$ cat src/rtl/sr_fmt_pkg.sv
package sr_fmt_pkg;

  localparam int WORD_W = 5;

  typedef enum logic [2:0] {
    PH_AH  = 3'd0,
    PH_AL  = 3'd1,
    PH_GAP = 3'd2,
    PH_TS  = 3'd3,
    PH_DAT = 3'd4
  } phase_e;

  function automatic int max2(input int a, input int b);
    return (a > b) ? a : b;
  endfunction

  function automatic int cnt_width(input int n);
    return (n > 1) ? $clog2(n) : 1;
  endfunction

endpackage

$ cat src/rtl/sr_blk_store.sv
module sr_blk_store
  import sr_fmt_pkg::*;
#(
  parameter int TS_WORDS      = 3,
  parameter int WORDS_PER_GRP = 6,
  parameter int MAX_GRPS      = 4,
  localparam int TS_W  = TS_WORDS * WORD_W,
  localparam int GRP_W = cnt_width(MAX_GRPS),
  localparam int PIX_W = MAX_GRPS * WORDS_PER_GRP * WORD_W,
  localparam int STP_W = MAX_GRPS * TS_W
) (
  input  logic                clk,
  input  logic                rst_n,
  input  logic                load,
  input  logic [2*WORD_W-1:0] in_chan,
  input  logic [GRP_W-1:0]    in_ngrp_m1,
  input  logic [STP_W-1:0]    in_stamp,
  input  logic [PIX_W-1:0]    in_pix,
  output logic [2*WORD_W-1:0] st_chan,
  output logic [GRP_W-1:0]    st_ngrp_m1,
  output logic [STP_W-1:0]    st_stamp,
  output logic [PIX_W-1:0]    st_pix
);

  // Limit a group count to what the store can hold.
  function automatic logic [GRP_W-1:0] clamp_grp(input logic [GRP_W-1:0] n);
    if (int'(n) > MAX_GRPS - 1) return GRP_W'(MAX_GRPS - 1);
    return n;
  endfunction

  always_ff @(posedge clk or negedge rst_n) begin
    if (!rst_n) begin
      st_chan    <= '0;
      st_ngrp_m1 <= '0;
      st_stamp   <= '0;
      st_pix     <= '0;
    end else if (load) begin
      st_chan    <= in_chan;
      st_ngrp_m1 <= clamp_grp(in_ngrp_m1);
      st_stamp   <= in_stamp;
      st_pix     <= in_pix;
    end
  end


  store_hold_chk: assert property (@(posedge clk) disable iff (!rst_n)
    !load |=> $stable(st_pix) && $stable(st_chan) && $stable(st_stamp));

endmodule

$ cat src/rtl/sr_frame_seq.sv
module sr_frame_seq
  import sr_fmt_pkg::*;
#(
  parameter int TS_WORDS      = 3,
  parameter int WORDS_PER_GRP = 6,
  parameter int MAX_GRPS      = 4,
  localparam int GRP_W = cnt_width(MAX_GRPS),
  localparam int SUB_W = cnt_width(max2(TS_WORDS, WORDS_PER_GRP))
) (
  input  logic             clk,
  input  logic             rst_n,
  input  logic             start,
  input  logic             step,
  input  logic [GRP_W-1:0] ngrp_m1,
  output logic             busy,
  output phase_e           phase,
  output logic [SUB_W-1:0] sub,
  output logic [GRP_W-1:0] grp,
  output logic             last_word
);

  localparam logic [SUB_W-1:0] TS_LAST  = SUB_W'(TS_WORDS - 1);
  localparam logic [SUB_W-1:0] DAT_LAST = SUB_W'(WORDS_PER_GRP - 1);

  logic   ts_end, dat_end, grp_end;
  logic   busy_n;
  phase_e phase_n;
  logic [SUB_W-1:0] sub_n;
  logic [GRP_W-1:0] grp_n;

  assign ts_end    = (phase == PH_TS)  && (sub == TS_LAST);
  assign dat_end   = (phase == PH_DAT) && (sub == DAT_LAST);
  assign grp_end   = (grp == ngrp_m1);
  assign last_word = busy && dat_end && grp_end;

  always_comb begin
    busy_n  = busy;
    phase_n = phase;
    sub_n   = sub;
    grp_n   = grp;
    if (!busy) begin
      if (start) begin
        busy_n  = 1'b1;
        phase_n = PH_AH;
        sub_n   = '0;
        grp_n   = '0;
      end
    end else if (step) begin
      unique case (phase)
        PH_AH:  phase_n = PH_AL;
        PH_AL:  phase_n = PH_GAP;
        PH_GAP: begin
          phase_n = PH_TS;
          sub_n   = '0;
        end
        PH_TS: begin
          if (ts_end) begin
            phase_n = PH_DAT;
            sub_n   = '0;
          end else begin
            sub_n = sub + 1'b1;
          end
        end
        PH_DAT: begin
          if (!dat_end) begin
            sub_n = sub + 1'b1;
          end else if (grp_end) begin
            busy_n  = 1'b0;
            phase_n = PH_AH;
            sub_n   = '0;
            grp_n   = '0;
          end else begin
            phase_n = PH_GAP;
            sub_n   = '0;
            grp_n   = grp + 1'b1;
          end
        end
        default: phase_n = PH_AH;
      endcase
    end
  end

  always_ff @(posedge clk or negedge rst_n) begin
    if (!rst_n) begin
      busy  <= 1'b0;
      phase <= PH_AH;
      sub   <= '0;
      grp   <= '0;
    end else begin
      busy  <= busy_n;
      phase <= phase_n;
      sub   <= sub_n;
      grp   <= grp_n;
    end
  end


  next_group_gap_chk: assert property (@(posedge clk) disable iff (!rst_n)
    busy && dat_end && !grp_end && step |=> busy && phase == PH_GAP && grp == $past(grp) + 1'b1);


  ts_to_data_chk: assert property (@(posedge clk) disable iff (!rst_n)
    busy && ts_end && step |=> phase == PH_DAT && sub == '0);


  grp_bound_chk: assert property (@(posedge clk) disable iff (!rst_n)
    busy |-> grp <= ngrp_m1);


  frame_open_chk: assert property (@(posedge clk) disable iff (!rst_n)
    !busy && start |=> busy && phase == PH_AH && grp == '0);

endmodule

$ cat src/rtl/sr_word_sel.sv
module sr_word_sel
  import sr_fmt_pkg::*;
#(
  parameter int TS_WORDS      = 3,
  parameter int WORDS_PER_GRP = 6,
  parameter int MAX_GRPS      = 4,
  localparam int TS_W  = TS_WORDS * WORD_W,
  localparam int GRP_W = cnt_width(MAX_GRPS),
  localparam int SUB_W = cnt_width(max2(TS_WORDS, WORDS_PER_GRP)),
  localparam int PIX_W = MAX_GRPS * WORDS_PER_GRP * WORD_W,
  localparam int STP_W = MAX_GRPS * TS_W
) (
  input  logic                clk,
  input  logic                rst_n,
  input  phase_e              phase,
  input  logic [SUB_W-1:0]    sub,
  input  logic [GRP_W-1:0]    grp,
  input  logic [2*WORD_W-1:0] chan,
  input  logic [STP_W-1:0]    stamp,
  input  logic [PIX_W-1:0]    pix,
  output logic [WORD_W-1:0]   word
);

  // Bit offset of data word k in group g.
  function automatic int pix_base(input int g, input int k);
    return (g * WORDS_PER_GRP + k) * WORD_W;
  endfunction

  // Bit offset of timestamp word k of group g; word 0 is the most significant.
  function automatic int ts_base(input int g, input int k);
    return g * TS_W + (TS_WORDS - 1 - k) * WORD_W;
  endfunction

  logic [WORD_W-1:0] pix_w [MAX_GRPS][WORDS_PER_GRP];
  logic [WORD_W-1:0] ts_w  [MAX_GRPS][TS_WORDS];

  for (genvar g = 0; g < MAX_GRPS; g++) begin : g_grp
    for (genvar k = 0; k < WORDS_PER_GRP; k++) begin : g_pix
      assign pix_w[g][k] = pix[pix_base(g, k) +: WORD_W];
    end
    for (genvar k = 0; k < TS_WORDS; k++) begin : g_ts
      assign ts_w[g][k] = stamp[ts_base(g, k) +: WORD_W];
    end
  end

  always_comb begin
    word = '0;
    unique case (phase)
      PH_AH:  word = chan[2*WORD_W-1:WORD_W];
      PH_AL:  word = chan[WORD_W-1:0];
      PH_GAP: word = '0;
      PH_TS:  if (int'(sub) < TS_WORDS) word = ts_w[grp][sub];
      PH_DAT: if (int'(sub) < WORDS_PER_GRP) word = pix_w[grp][sub];
      default: word = '0;
    endcase
  end


  gap_word_zero_chk: assert property (@(posedge clk) disable iff (!rst_n)
    phase == PH_GAP |-> word == '0);

endmodule

$ cat src/rtl/sr_frame_fmt.sv
module sr_frame_fmt
  import sr_fmt_pkg::*;
#(
  parameter int TS_WORDS      = 3,
  parameter int WORDS_PER_GRP = 6,
  parameter int MAX_GRPS      = 4,
  localparam int TS_W  = TS_WORDS * WORD_W,
  localparam int GRP_W = cnt_width(MAX_GRPS),
  localparam int SUB_W = cnt_width(max2(TS_WORDS, WORDS_PER_GRP)),
  localparam int PIX_W = MAX_GRPS * WORDS_PER_GRP * WORD_W,
  localparam int STP_W = MAX_GRPS * TS_W
) (
  input  logic                clk,
  input  logic                rst_n,
  input  logic                blk_valid,
  output logic                blk_ready,
  input  logic [2*WORD_W-1:0] blk_chan,
  input  logic [GRP_W-1:0]    blk_ngrp_m1,
  input  logic [STP_W-1:0]    blk_stamp,
  input  logic [PIX_W-1:0]    blk_pix,
  input  logic                out_ready,
  output logic                out_hdr,
  output logic [WORD_W-1:0]   out_data
);

  logic                busy;
  logic                accept;
  logic                last_word;
  logic                last_xfer;
  phase_e              phase;
  logic [SUB_W-1:0]    sub;
  logic [GRP_W-1:0]    grp;
  logic [2*WORD_W-1:0] st_chan;
  logic [GRP_W-1:0]    st_ngrp_m1;
  logic [STP_W-1:0]    st_stamp;
  logic [PIX_W-1:0]    st_pix;
  logic [WORD_W-1:0]   cur_word;

  assign blk_ready = !busy;
  assign accept    = blk_valid && !busy;
  assign last_xfer = last_word && out_ready;

  sr_blk_store #(
    .TS_WORDS(TS_WORDS), .WORDS_PER_GRP(WORDS_PER_GRP), .MAX_GRPS(MAX_GRPS)
  ) i_store (
    .clk(clk), .rst_n(rst_n), .load(accept),
    .in_chan(blk_chan), .in_ngrp_m1(blk_ngrp_m1),
    .in_stamp(blk_stamp), .in_pix(blk_pix),
    .st_chan(st_chan), .st_ngrp_m1(st_ngrp_m1),
    .st_stamp(st_stamp), .st_pix(st_pix)
  );

  sr_frame_seq #(
    .TS_WORDS(TS_WORDS), .WORDS_PER_GRP(WORDS_PER_GRP), .MAX_GRPS(MAX_GRPS)
  ) i_seq (
    .clk(clk), .rst_n(rst_n), .start(accept), .step(out_ready),
    .ngrp_m1(st_ngrp_m1), .busy(busy), .phase(phase), .sub(sub),
    .grp(grp), .last_word(last_word)
  );

  sr_word_sel #(
    .TS_WORDS(TS_WORDS), .WORDS_PER_GRP(WORDS_PER_GRP), .MAX_GRPS(MAX_GRPS)
  ) i_sel (
    .clk(clk), .rst_n(rst_n), .phase(phase), .sub(sub), .grp(grp),
    .chan(st_chan), .stamp(st_stamp), .pix(st_pix), .word(cur_word)
  );

  assign out_hdr  = busy;
  assign out_data = busy ? cur_word : '0;


  stall_hold_chk: assert property (@(posedge clk) disable iff (!rst_n)
    out_hdr && !out_ready |=> out_hdr && $stable(out_data));


  hdr_run_chk: assert property (@(posedge clk) disable iff (!rst_n)
    out_hdr && !last_xfer |=> out_hdr);


  idle_after_block_chk: assert property (@(posedge clk) disable iff (!rst_n)
    last_xfer |=> !out_hdr && blk_ready);


  idle_zero_chk: assert property (@(posedge clk) disable iff (!rst_n)
    !out_hdr |-> out_data == '0);


  busy_no_take_chk: assert property (@(posedge clk) disable iff (!rst_n)
    out_hdr |-> !blk_ready);


  start_shows_chk: assert property (@(posedge clk) disable iff (!rst_n)
    blk_valid && blk_ready |=> out_hdr);

endmodule

$ cat config.mk
export PLATFORM = sky130hd
export DESIGN_NAME = sr_frame_fmt
export DESIGN_NICKNAME = d
export VERILOG_FILES = /design/src/rtl/sr_fmt_pkg.sv /design/src/rtl/sr_blk_store.sv /design/src/rtl/sr_frame_seq.sv /design/src/rtl/sr_word_sel.sv /design/src/rtl/sr_frame_fmt.sv
export SDC_FILE = /design/constraint.sdc
export NUM_CORES = 1
export LEC_CHECK = 0
export BUFFER_PORTS_ARGS = -buffer_cell sky130_fd_sc_hd__buf_2
export CAP_MARGIN = 30
export CORE_MARGIN = 4
export CORE_UTILIZATION = 39
export CTS_BUF_LIST = sky130_fd_sc_hd__clkbuf_4
export CTS_CLUSTER_SIZE = 28
export DETAILED_ROUTE_END_ITERATION = 8
export PLACE_DENSITY = 0.61
export SLEW_MARGIN = 20
export SYNTH_ARGS = -nofsm -noshare
export SYNTH_HDL_FRONTEND = slang
export SYNTH_HIERARCHICAL = 1
export SYNTH_SLANG_ARGS = --single-unit
$ cat constraint.sdc
create_clock -name clk -period 2.5 [get_ports clk]
set_input_delay 0.125 -clock clk [delete_from_list [all_inputs] [get_ports clk]]
set_output_delay 0.125 -clock clk [all_outputs]
set_load 0.005 [all_outputs]
==> results_dict.tcl, run 1 <==
set metrics [dict create \
    placed_cells 1160 \
    final.setup.tns_ps -1700 \
    synth-edff-count 0 \
    setup_ws_ps -406 \
    grt_max_degree 91 \
    count_of_endpoints_failing_hold_in_the_final_timing_report 0 \
    firstDrtPassIters 6 \
    synth_largest_type_area_fraction_pct 52.5 \
    fmax_mhz 344 \
    worst_setup_path_startpoint "i_seq/grp[0]" \
    vias 7212 \
    critical_path.endpoint_type "output pin" \
    r2r_setup_slack_ps 540 \
    postLayoutCoreUtil_pct 56.7 \
    placedInstanceArea_um2 10900 \
    grt_setup_unrepaired "yes" \
    final_cells 1453 \
    gr-total-overflow 0 \
    design.die.area_um2 27100 \
    yosysWarnings 6 \
    drt-vias-per-instance 4.96 \
    synth_flop_cell "sky130_fd_sc_hd__dfrtp_1" \
    crit_path_end "out_data[2]" \
    dpl_worst_slack_ps 37.6 \
    antenna_found_initial 2 \
    ff2ff_path_depth 7 \
    power_leakage_nw 5.93 \
    synth.yosys.seq_area_share_pct 52.5 \
    regToRegEndpoint "i_seq/phase[0]" \
    drt_wl_total_mm 26.7 \
    route.detailed.drc 0 \
    crit_path_required_time_ps 2380 \
    failing_checks "negative setup slack" \
    netlist_instances 654 \
    netlist_area_um2 9580 \
    hp-class "in -> reg" \
    number_of_clock_sinks_seen_by_cts 201 \
    area_growth_pct 43.4 \
    post_dp_hpwl_mm 17.3 \
    num-nets-final 1297 \
    initial_core_util_pct 39.5 \
    max_cap_violations 0 \
    critical_path.reg2reg.startpoint "i_seq/sub[1]" \
    post_drt_wl_per_cell_um 18.4 \
    power.ir.vdd_worst_mv 0.381 \
    cts_tree "done" \
    antenna_left 0 \
    clkTransAtPathRegs_ps 70 \
    worst-path-max-fanout 10 \
    synth-seq-cells 201 \
    timing.slew.headroom_pct 54.3 \
    groute.usage.overall_pct 19.8 \
    start_kind "flop" \
    grt_pass1_vias 7993 \
    worst-slew-pin-transition_ps 684 \
    rows 57 \
    clockRootBuffer "sky130_fd_sc_hd__clkbuf_4" \
    fin_hold_ws_ps 161 \
    nFillCells 1994 \
    wire_length_of_the_first_global_routing_pass_mm 42.1 \
    finalSetupViolations 5 \
    post-synth-top-area-cell "sky130_fd_sc_hd__dfrtp_1" \
    critical_path_arrival_ps 2780 \
    die_w_um 165 \
    layout-drive-gt1-share_pct 51.7 \
    tritoncts.num_buffers 56 \
    clock_skew_ps 41.4 \
    synth.net_count 853 \
    clk-insertion-delay-late_ps 660 \
    postSynthAreaPerCell_um2 14.7 \
    run_status "complete, but fails checks" \
    power.density_nw_per_um2 856 \
    timing_worst_setup_path_type "reg -> out" \
    dr.first_iter.drc_count 384 \
    cts_htree_levels 2 \
    netlist_top_cells_area "sky130_fd_sc_hd__dfrtp_1 (52%), sky130_fd_sc_hd__mux2_2 (25%), sky130_fd_sc_hd__mux4_2 (6.1%)" \
    clock_tree.buffer_depth 3 \
    async_reset_ff_share_pct 100 \
    design_area_um2 13700 \
    yosys.cell_types.count 45 \
    finalPower_mw 11.8 \
    ios 203 \
    min_period_ps 2910 \
    port_buffers 202 \
    timing_max_transition_violations_final 0 \
    layout_worst_path_cycle_share_pct 116 \
    core_region_area_um2 24200 \
    globalplace.congestion 0.797 \
    die_h_um 165 \
]
## registers in the layout, indices dropped and copies added, names as in the netlist
register	flops
i_seq/busy	1
i_seq/sub	3
i_seq/phase	3
i_store/st_ngrp_m1	2
i_seq/grp	2
i_store/st_stamp	60
i_store/st_pix	120
i_store/st_chan	10
## report_power, final
group,total (mW),internal (mW),switching [mW]
clock network,2.75,1.42,1.33
logic,3.69,2.22,1.47
registers,5.32,4.50,0.816
total,11.8,8.15,3.62
## cell usage after synthesis, types with 2 or more instances
cell type / number
sky130_fd_sc_hd__a32oi_1: 5
sky130_fd_sc_hd__nor2_2: 2
sky130_fd_sc_hd__nand2b_1: 4
sky130_fd_sc_hd__nand3b_1: 3
sky130_fd_sc_hd__buf_4: 5
sky130_fd_sc_hd__a22oi_1: 3
sky130_fd_sc_hd__dfrtp_1: 201
sky130_fd_sc_hd__buf_6: 22
sky130_fd_sc_hd__o31ai_1: 3
sky130_fd_sc_hd__a2111oi_0: 3
sky130_fd_sc_hd__and2_1: 6
sky130_fd_sc_hd__nor2_1: 7
sky130_fd_sc_hd__mux2_2: 215
sky130_fd_sc_hd__a211oi_1: 3
sky130_fd_sc_hd__mux4_2: 26
sky130_fd_sc_hd__ha_1: 3
sky130_fd_sc_hd__nor3b_1: 3
sky130_fd_sc_hd__o41ai_1: 3
sky130_fd_sc_hd__o211ai_1: 9
sky130_fd_sc_hd__nor2b_1: 9
sky130_fd_sc_hd__a21oi_1: 3
sky130_fd_sc_hd__o32a_1: 5
sky130_fd_sc_hd__clkbuf_1: 6
sky130_fd_sc_hd__a221oi_1: 5
sky130_fd_sc_hd__buf_2: 7
sky130_fd_sc_hd__nand2_1: 17
sky130_fd_sc_hd__o22ai_1: 6
sky130_fd_sc_hd__nand3_1: 20
sky130_fd_sc_hd__xnor2_1: 2
sky130_fd_sc_hd__mux2i_1: 18
sky130_fd_sc_hd__inv_1: 11
sky130_fd_sc_hd__o21ai_0: 4
sky130_fd_sc_hd__nand4b_1: 3
## how the worst min path moves through the flow
stage | start | end | slack, ps | cells after the start
finish | blk_valid | i_seq/grp[0] | 160 | 5
global route | blk_pix[33] | i_store/st_pix[33] | 170 | 3
CTS | blk_valid | i_seq/phase[2] | 120 | 5
floorplan | rst_n | i_seq/busy | -170 | 0
detailed placement | rst_n | i_store/st_stamp[20] | 160 | 1
global placement | rst_n | i_store/st_stamp[20] | 160 | 1
## area by class of cell
cell class / instances / area [µm²] / share of cell area, %
sequential: 201 / 5040 / 36.7
multi-input combinational: 401 / 4300 / 31.3
timing repair buffer: 427 / 3330 / 24.2
clock buffer: 72 / 541 / 3.93
tap: 324 / 405 / 2.95
clock inverter: 15 / 82.6 / 0.601
inverter: 11 / 41.3 / 0.301
antenna: 2 / 5.00 / 0.0364
## cells by family after synthesis
logic type      share of synthesized area [%]
xor+xnor                                0.183
compound gates                           4.61
buf+inv                                  4.22
mux                                      33.4
fa+ha+maj                               0.392
flops                                    52.5
simple gates                             4.73
## cells in the final DEF, fill, tap and decap left out, drive strengths merged, types with 9 or more instances in the layout
| master | instances |
|---|---|
| dfrtp | 201 |
| o211ai | 10 |
| mux2i | 18 |
| mux4 | 26 |
| dlygate4sd3 | 195 |
| nor2b | 9 |
| nand2 | 17 |
| buf | 231 |
| clkbuf | 73 |
| mux2 | 216 |
| inv | 12 |
| clkinv | 13 |
| nor2 | 9 |
| nand3 | 20 |
## repair_timing
| action | in CTS | in global routing |
|---|---|---|
| endpoints found under the hold margin | 401 | 0 |
| hold buffers | 196 | 0 |
| buffers inserted | 7 | 3 |
| gates resized for setup | 20 | 20 |
| endpoints found under the setup margin | 5 | 5 |
| pin swaps | 11 | 11 |
## critical path, stage by stage, from the launching register on
cell	delay, ps
sky130_fd_sc_hd__dfrtp_4	460
sky130_fd_sc_hd__buf_6	120
sky130_fd_sc_hd__buf_12	130
sky130_fd_sc_hd__mux4_2	510
sky130_fd_sc_hd__a32oi_2	220
sky130_fd_sc_hd__nand3_2	120
sky130_fd_sc_hd__nand3_2	100
sky130_fd_sc_hd__o211ai_1	140
sky130_fd_sc_hd__and2_1	200
sky130_fd_sc_hd__buf_2	130
## per-layer routing
metal  global-route usage (%)  wire length (µm)  part of all wire, %
met5                        0                 0                    0
met1                     26.3             11700                   44
met2                     32.4             13000                   49
met3                     3.44              1100                  4.1
met4                     8.09               898                  3.4
(Power assumes the default switching activity.)
==> run 2: changes to the inputs <==
Settings changed: RECOVER_POWER from default to 25.
==> run 2 against run 1 <==
  * Register-to-register slack hardly changed
  * Count of clock-buffer cells in the layout stayed put
  * Clock skew hardly changed
  * Non-clock buffer count stayed put
  * Largest cell class unchanged
  * The run still ends with negative setup slack left
  * Via count is 0.44% higher
  * Largest power group unchanged
  * Sequential share of layout area is 0.11 points higher
  * Die area stayed put
  * Critical endpoint unchanged
  * Cell count stayed put
==> results_dict.tcl, run 2 (same netlist as run 1, synthesis figures left out) <==
set metrics [dict create \
    layout-drive-gt1-share_pct 51.6 \
    vias 7244 \
    netSwitchingFraction_pct 30.8 \
    critical_path.most_common_cell "sky130_fd_sc_hd__nand3_2" \
    port_buffers 202 \
    antenna_left 0 \
    timing_max_transition_violations_final 0 \
    layout_worst_path_cycle_share_pct 116 \
    fin_hold_ws_ps 161 \
    start_kind "flop" \
    area_growth_pct 42.9 \
    firstDrtPassIters 4 \
    intPower_mw 8.14 \
    finalSetupViolations 5 \
    power.ir.vdd_worst_mv 0.383 \
    power.density_nw_per_um2 858 \
    drt_wl_total_mm 26.8 \
    worst-slew-pin-transition_ps 1200 \
    antenna_found_initial 2 \
    postLayoutCoreUtil_pct 56.5 \
    ff2ff_path_depth 7 \
    critical_path_arrival_ps 2780 \
    gr-total-overflow 0 \
    setup_ws_ps -410 \
    post_dp_hpwl_mm 17.3 \
    grt_setup_unrepaired "yes" \
    dpl_worst_slack_ps 37.6 \
    clock_skew_ps 41.8 \
    share_comb_of_total_power_pct 31.4 \
    run_status "complete, but fails checks" \
    timing.slew.headroom_pct 19.9 \
    placedInstanceArea_um2 10900 \
    critical_path.endpoint_type "output pin" \
    globalplace.congestion 0.797 \
    clkTransAtPathRegs_ps 70 \
    worstSetupPathDepth 9 \
    worst_hold_path.num_cells 5 \
    rows 57 \
    layout_top_registers "i_store/st_pix: 120 flops, i_store/st_stamp: 60 flops, i_store/st_chan: 10 flops" \
    largest_delay_contributor_family_on_the_critical_path "multiplexers" \
    worst-path-max-fanout 10 \
    max_flop_register "i_store/st_pix" \
    core_region_area_um2 24200 \
    finalPower_mw 11.8 \
    most_frequent_standard_cell_in_the_layout_excluding_fill_and_tap_cells "sky130_fd_sc_hd__mux2_2" \
    clk-insertion-delay-late_ps 670 \
    route.detailed.drc 0 \
    design.die.area_um2 27100 \
    tritoncts.num_buffers 56 \
    worstPathCellList "buf_6 -> buf_12 -> mux4_2 -> a32oi_2 -> nand3_2 -> nand3_2 -> o211ai_1 -> and2_1 -> buf_2" \
    cts_tree "done" \
    ios 203 \
    die_h_um 165 \
    hp-class "in -> reg" \
    drt-vias-per-instance 4.99 \
    critPathSlowestCell "sky130_fd_sc_hd__mux4_2" \
    number_of_clock_sinks_seen_by_cts 201 \
    worstPathBufferInverterCount 3 \
    fmax_mhz 344 \
    timing.critical_path.slowest_cell_delay_ps 510 \
    net-switching-power_mw 3.62 \
    layout_common_cells "sky130_fd_sc_hd__mux2_2 (215), sky130_fd_sc_hd__buf_2 (201), sky130_fd_sc_hd__dfrtp_1 (198), sky130_fd_sc_hd__dlygate4sd3_1 (195), sky130_fd_sc_hd__clkbuf_4 (74)" \
    clock_power_share_pct 23.4 \
    post_drt_wl_per_cell_um 18.4 \
    largest_reg_flops 120 \
    count_of_endpoints_failing_hold_in_the_final_timing_report 0 \
    dr.first_iter.drc_count 395 \
    crit_path_required_time_ps 2380 \
    timing_worst_setup_path_type "reg -> out" \
    initial_core_util_pct 39.5 \
    min_period_ps 2910 \
    groute.usage.overall_pct 19.8 \
    clock_tree.buffer_depth 3 \
    die_w_um 165 \
    wire_length_of_the_first_global_routing_pass_mm 42.1 \
    num-nets-final 1297 \
    max_cap_violations 0 \
    placed_cells 1160 \
    grt_pass1_vias 7993 \
    seq_power_share_pct 45.2 \
    grt_max_degree 91 \
    failing_checks "negative setup slack" \
    power_leakage_nw 5.91 \
    final.setup.tns_ps -1690 \
    design_area_um2 13700 \
    cts_htree_levels 2 \
    clockRootBuffer "sky130_fd_sc_hd__clkbuf_4" \
    final_cells 1453 \
]
==> run 2: worst reg2reg max path, delay by kind of cell (launching register included) <==
kind / cells / cell delay [ps]
buffers and inverters: 2 / 360
adder cells (fa/ha/maj): 1 / 190
multiplexers: 1 / 320
AND/OR/NAND/NOR: 2 / 270
AO/OA/AOI/OAI: 1 / 220
flip-flops: 1 / 500
==> run 2: final cells by class <==
| cell class | count | area (µm²) |
|---|---|---|
| diodes | 2 | 5.00 |
| well taps | 324 | 405 |
| clock inverters | 15 | 82.6 |
| flip-flops and latches | 201 | 5040 |
| repair buffers | 427 | 3290 |
| clock buffers | 72 | 541 |
| fillers | 1999 | 10600 |
| inverters | 11 | 41.3 |
| multi-input cells | 401 | 4300 |
==> run 2: final timing paths <==
check / start / end / slack [ps]
min reg2reg: i_store/st_stamp[22] / i_store/st_stamp[22] / 500
min: blk_valid / i_seq/grp[0] / 160
min in group asynchronous: rst_n / i_seq/sub[1] / 790
max: i_seq/grp[0] / out_data[2] / -410
max reg2reg: i_seq/sub[1] / i_seq/phase[0] / 530
max in group asynchronous: rst_n / i_store/st_stamp[37] / 190
==> run 2: routing by layer <==
| layer | GRT usage, % | share of wire, % | wire (µm) | up-vias |
|---|---|---|---|---|
| met4 | 8.09 | 3.1 | 820 | 0 |
| li1 | - | - | - | 3368 |
| met3 | 3.44 | 4.3 | 1150 | 63 |
| met1 | 26.3 | 44 | 11700 | 3608 |
| met2 | 32.4 | 49 | 13100 | 205 |
| met5 | 0 | 0 | 0 | - |
==> run 2: power by group through the flow <==
stage	Sequential [mW]	Clock (mW)	Combinational (mW)
global route	5.47	3.03	4.03
finish	5.32	2.75	3.69
global placement	5.34	0	3.24
CTS	5.30	2.87	3.63
floorplan	5.00	0	2.47
detailed placement	5.34	0	3.31
==> run 2: timing repair <==
item | CTS | global route
pin swaps | 11 | 11
endpoints found under the setup margin | 5 | 5
buffers inserted | 7 | 3
hold buffers | 196 | 0
resized for setup | 20 | 20
hold endpoints to repair | 401 | 0
